[src/rtl/chwe_pkg.sv]
package chwe_pkg;
  localparam int ADC_W   = 10;
  localparam int THR_W   = 8;
  localparam int MAX_DLY = 15;
endpackage

[src/rtl/sample_delay.sv]
module sample_delay #(
  parameter int W     = chwe_pkg::ADC_W,
  parameter int DEPTH = chwe_pkg::MAX_DLY,
  localparam int SEL_W = $clog2(DEPTH + 1)
) (
  input  logic             clk,
  input  logic             rst_n,
  input  logic [W-1:0]     din,
  input  logic [SEL_W-1:0] sel,
  output logic [W-1:0]     dout
);
  logic [W-1:0] stage_q [DEPTH];
  logic [W-1:0] stage_d [DEPTH];

  always_comb begin
    stage_d[0] = din;
    for (int k = 1; k < DEPTH; k++) begin
      stage_d[k] = stage_q[k-1];
    end
  end

  for (genvar g = 0; g < DEPTH; g++) begin : g_stage
    always_ff @(posedge clk or negedge rst_n) begin
      if (!rst_n) stage_q[g] <= '0;
      else        stage_q[g] <= stage_d[g];
    end
  end

  always_comb begin
    dout = din;
    for (int k = 0; k < DEPTH; k++) begin
      if (int'(sel) == k + 1) dout = stage_q[k];
    end
  end

  // one step of delay is the previous stage value
  p_one_step_r8: assert property (@(posedge clk) disable iff (!rst_n)
    (sel == SEL_W'(1)) |-> (dout == stage_q[0]));
endmodule

[src/rtl/pulse_tracker.sv]
module pulse_tracker #(
  parameter int THR_W = chwe_pkg::THR_W
) (
  input  logic             clk,
  input  logic             rst_n,
  input  logic [THR_W-1:0] level,
  input  logic [THR_W-1:0] thresh,
  input  logic             run_we,
  input  logic             turn_start,
  output logic             armed,
  output logic             stopped
);
  logic over;
  logic armed_d, stopped_d;
  logic armed_q, stopped_q;

  always_comb begin
    over      = level > thresh;
    armed_d   = run_we & (armed_q | over);
    stopped_d = run_we & (stopped_q | (armed_q & turn_start));
  end

  always_ff @(posedge clk or negedge rst_n) begin
    if (!rst_n) begin
      armed_q   <= 1'b0;
      stopped_q <= 1'b0;
    end else begin
      armed_q   <= armed_d;
      stopped_q <= stopped_d;
    end
  end

  assign armed   = armed_q;
  assign stopped = stopped_q;

  // a pending stop persists while the run continues
  p_armed_sticky_r4: assert property (@(posedge clk) disable iff (!rst_n)
    (armed_q && run_we) |=> armed_q);
  // an idle run leaves nothing pending
  p_idle_clear_r10: assert property (@(posedge clk) disable iff (!rst_n)
    !run_we |=> (!armed_q && !stopped_q));
  // a latched stop implies a pulse was seen before it
  p_stop_needs_arm_r4: assert property (@(posedge clk) disable iff (!rst_n)
    $rose(stopped_q) |-> $past(armed_q));
endmodule

[src/rtl/chan_capture_enable.sv]
module chan_capture_enable #(
  parameter int ADC_W   = chwe_pkg::ADC_W,
  parameter int THR_W   = chwe_pkg::THR_W,
  parameter int MAX_DLY = chwe_pkg::MAX_DLY,
  localparam int SEL_W  = $clog2(MAX_DLY + 1)
) (
  input  logic             clk,
  input  logic             rst_n,
  input  logic [ADC_W-1:0] raw_sample,
  input  logic [ADC_W-1:0] play_sample,
  input  logic [SEL_W-1:0] delay_sel,
  input  logic [THR_W-1:0] thresh,
  input  logic             stop_mode,
  input  logic             src_sel,
  input  logic             turn_start,
  input  logic             run_we,
  output logic [ADC_W-1:0] dly_sample,
  output logic [ADC_W-1:0] proc_data,
  output logic             chan_we
);
  logic armed, stopped;
  logic [ADC_W-1:0] dly;

  sample_delay #(.W(ADC_W), .DEPTH(MAX_DLY)) i_delay (
    .clk  (clk),
    .rst_n(rst_n),
    .din  (raw_sample),
    .sel  (delay_sel),
    .dout (dly)
  );

  pulse_tracker #(.THR_W(THR_W)) i_track (
    .clk       (clk),
    .rst_n     (rst_n),
    .level     (dly[ADC_W-1 -: THR_W]),
    .thresh    (thresh),
    .run_we    (run_we),
    .turn_start(turn_start),
    .armed     (armed),
    .stopped   (stopped)
  );

  always_comb begin
    dly_sample = dly;
    proc_data  = src_sel ? play_sample : dly;
    chan_we    = run_we & (~stop_mode | ~(stopped | (armed & turn_start)));
  end

  // follow mode mirrors the run enable
  p_follow_r2: assert property (@(posedge clk) disable iff (!rst_n)
    !stop_mode |-> (chan_we == run_we));
  // no channel write without the run enable
  p_run_low_r7: assert property (@(posedge clk) disable iff (!rst_n)
    !run_we |-> !chan_we);
  // once stopped within a run, the channel does not restart
  p_no_restart_r4: assert property (@(posedge clk) disable iff (!rst_n)
    (stop_mode && $past(stop_mode) && run_we && $past(run_we) && !$past(chan_we))
      |-> !chan_we);
  // a drop inside a run happens only on a turn marker
  p_drop_on_marker_r4: assert property (@(posedge clk) disable iff (!rst_n)
    (stop_mode && $past(stop_mode) && run_we && $past(chan_we) && !chan_we)
      |-> turn_start);
endmodule

[config.mk]
export PLATFORM = sky130hd
export DESIGN_NAME = chan_capture_enable
export DESIGN_NICKNAME = d
export VERILOG_FILES = /design/src/rtl/chwe_pkg.sv /design/src/rtl/sample_delay.sv /design/src/rtl/pulse_tracker.sv /design/src/rtl/chan_capture_enable.sv
export SDC_FILE = /design/constraint.sdc
export NUM_CORES = 1
export LEC_CHECK = 0
export ABC_AREA = 0
export BUFFER_PORTS_ARGS = -buffer_cell sky130_fd_sc_hd__buf_4
export CORE_ASPECT_RATIO = 1.25
export CORE_MARGIN = 1.5
export CORE_UTILIZATION = 50
export CTS_BUF_LIST = sky130_fd_sc_hd__clkbuf_4 sky130_fd_sc_hd__clkbuf_8
export DETAILED_ROUTE_END_ITERATION = 8
export PLACE_DENSITY = 0.71
export SLEW_MARGIN = 20
export SYNTH_ARGS = -nofsm -noshare
export SYNTH_HDL_FRONTEND = slang
export SYNTH_SLANG_ARGS = --single-unit
[constraint.sdc]
create_clock -name clk -period 2.9 [get_ports clk]
set_input_delay 0.29 -clock clk [delete_from_list [all_inputs] [get_ports clk]]
set_output_delay 0.29 -clock clk [all_outputs]
set_load 0.05 [all_outputs]
==> results.toml <==
[cts]
clockRootBuffer = "clkbuf_8"
clk_latency_ns = 0.44
cts_tree = "done"
cts_made_buffers = 17
cts_buffer_depth = 2
clock_sinks = 152
clk_pin_slew_ns = 0.09
htreeDepth = 4
cts_post_setup_buffers_inserted = 0

[timing]
skew_ns = 0.0110
fmax_mhz = 363
worstMarginPinSlew_ns = 0.801
fin_ws_ns = 0.146
finalSetupViolations = 0
finalCriticalPeriod_ns = 2.75
tns_ns = 0
rsz0062_at_grt = "no"
drv_slew = 0
fin_crit_sh_pct = 95.0
relSlewSlack_pct = 46.6
finalHoldViolCount = 0

[worst_setup_path]
endpoint_kind = "output pin"
reg2reg_slack_ns = 0.42
cpLargestDelayFamily = "compound AO/OA/AOI/OAI gates"
worstSetupPathDepth = 7
slowest_stage = "dfrtp_1"
rr_startpoint = "i_delay.stage_d[63]"
critPathRequiredTime_ns = 2.61
critPathMaxFanout = 3
worstPathArrival_ns = 2.46
worstSetupPathType = "register to output pin"
path_buf_inv = 1
crit_end = "proc_data[5]"
worstSetupStartpoint = "i_delay.stage_d[25]"
slowest_delay_ns = 0.39
timing.rr.end = "i_track.armed"
rr_worst_depth = 10
startpoint_type = "register"
cp_cell_sequence = "or2_1, a22oi_1, o21ai_0, o311ai_1, a21oi_1, mux2_2, buf_4"

[cells_and_area]
multiInputGateArea_mm2 = 0.00233
n_antenna_cell = 0
area_growth_pct = 22.3
layout.nets = 671
nFillCells = 1000
drive_gt1_share_pct = 26.2
mostFrequentLayoutCell = "dfrtp_1"
mostFrequentLayoutCells = "152 x dfrtp_1, 93 x buf_4, 37 x a21oi_1, 31 x o21ai_0, 26 x nand2_1"
final_util_pct = 63.2
seqCellArea_mm2 = 0.00380
final_cell_area_mm2 = 0.00776

[drt]
routed_wirelength_mm = 16.2
drc = 0
ant_nets = 0
viasPerCell = 5.83
wl_per_cell_um = 20.2
drt_pass1_iterations = 5
vias = 4678
drt_iter0_markers = 345

[die]
core_area_mm2 = 0.0123
die_x_um = 104
row_count = 45
die-area_mm2 = 0.0134
start_util_pct = 51.7
die_h_um = 129
ios = 59

[logic_synthesis]
syn_inst = 530
syn_nets = 576
ys_types = 68
syn_area_mm2 = 0.00634
synth_warnings = 0
synth_edf_count = 0
synthTopCellsByArea = "dfrtp_1 60%, mux2i_1 3.5%, a21oi_1 3.2%, mux2_2 2.8%, o21ai_0 2.4%"
syn_avg_cell_area_um2 = 12.0
seq_area_frac_synth_pct = 60.0
ys_ff_latch = 152
synth_top_cell_by_area = "dfrtp_1"
synth-main-ff-cell = "dfrtp_1"
yosysTopAreaCellShare_pct = 60.0
async_reset_ff_share_pct = 100

[grt]
first_global_vias = 4978
grt_use_total_pct = 26.1
grt_pass1_wl_mm = 26.6
antenna_found_initial = 0
overflow = 0
grt_max_degree = 92

[place]
dpl-instance-area_mm2 = 0.00723
post-place-ws_ns = 0.0677
port_buffers = 58
gp_congestion = 0.934
hpwlAfterDp_mm = 11.5

[power_and_ir_drop]
p_per_area_mw_per_mm2 = 619
p_leak_nw = 3.46
vdd_drop_max_mv = 0.329
finalPower_mw = 4.80

[min_path]
hold_path.class = "input pin to register"

[run_status]
outcome = "complete, no violations"

[run]
cap_violations = 0
## report_power, final
| group | internal [mW] | switching, mW |
|---|---|---|
| clock | 0.806 | 0.876 |
| combinational | 0.324 | 0.502 |
| sequential | 2.23 | 0.0667 |
## cells in the mapped netlist, drive strengths merged, types with 4 or more instances
| cell type | number |
|---|---|
| a21oi | 40 |
| buf | 25 |
| a31oi | 4 |
| a32o | 4 |
| inv | 18 |
| o22ai | 15 |
| mux2 | 16 |
| nand2 | 26 |
| nor2 | 24 |
| dfrtp | 152 |
| nor4 | 4 |
| ha | 8 |
| mux2i | 22 |
| a21o | 6 |
| a2bb2oi | 5 |
| nor2b | 10 |
| nand2b | 12 |
| a22oi | 6 |
| o221ai | 8 |
| o21a | 4 |
| o2bb2ai | 4 |
| o32a | 4 |
| clkbuf | 10 |
| and3 | 4 |
| o21ai | 33 |
| nor3 | 10 |
## state kept, by name, summed over array words and instances, names as in the netlist
register         count
i_track.armed        1
i_delay.stage_d    140
i_delay.stage_q     10
i_track.stopped      1
## per-stage QoR
step | instances | hold slack (ns)
after CTS | 802 | 0.0650
after detailed placement | 759 | 0.357
final | 802 | 0.0804
after floorplan | 530 | -0.00559
after global routing | 802 | 0.0587
after global placement | 759 | 0.351
## repair_timing
item	in CTS	in global routing
setup endpoints to repair	0	1
gates resized for setup	0	1
hold buffers	11	0
hold endpoints to repair	100	0
## worst min-delay path by stage
stage	start	to	slack, ns	cells after the start
floorplan	rst_n	i_delay.stage_d[0]	-0.006	0
CTS	run_we	i_track.stopped	0.06	2
global placement	i_delay.stage_d[0]	i_delay.stage_q[0]	0.35	0
detailed placement	i_delay.stage_d[108]	i_delay.stage_d[98]	0.36	0
finish	run_we	i_track.stopped	0.08	2
global route	run_we	i_track.stopped	0.06	2
## final cells by class
type                            count  area share (%)
Inverter                           18           0.871
Clock inverter                     15            2.31
Tap cell                          164            2.65
Multi-Input combinational cell    325            30.0
Clock buffer                       17            3.02
Sequential cell                   152            49.0
Timing Repair Buffer              111            12.1
## cell families after synthesis
logic type,Yosys count,synth area share [%]
buf+inv,53,3.89
fa+ha+maj,8,1.58
compound gates,168,18.4
mux,41,7.38
simple gates,108,8.78
flops,152,60.0
## per-layer routing
layer / global-route usage (%) / vias up / part of all wire (%)
met5: 0 / - / 0
li1: - / 2150 / -
met1: 33.5 / 2328 / 42
met4: 8.66 / 0 / 1.7
met2: 43.2 / 173 / 49
met3: 7.24 / 27 / 6.5
Power figures use the tool's default switching activity.
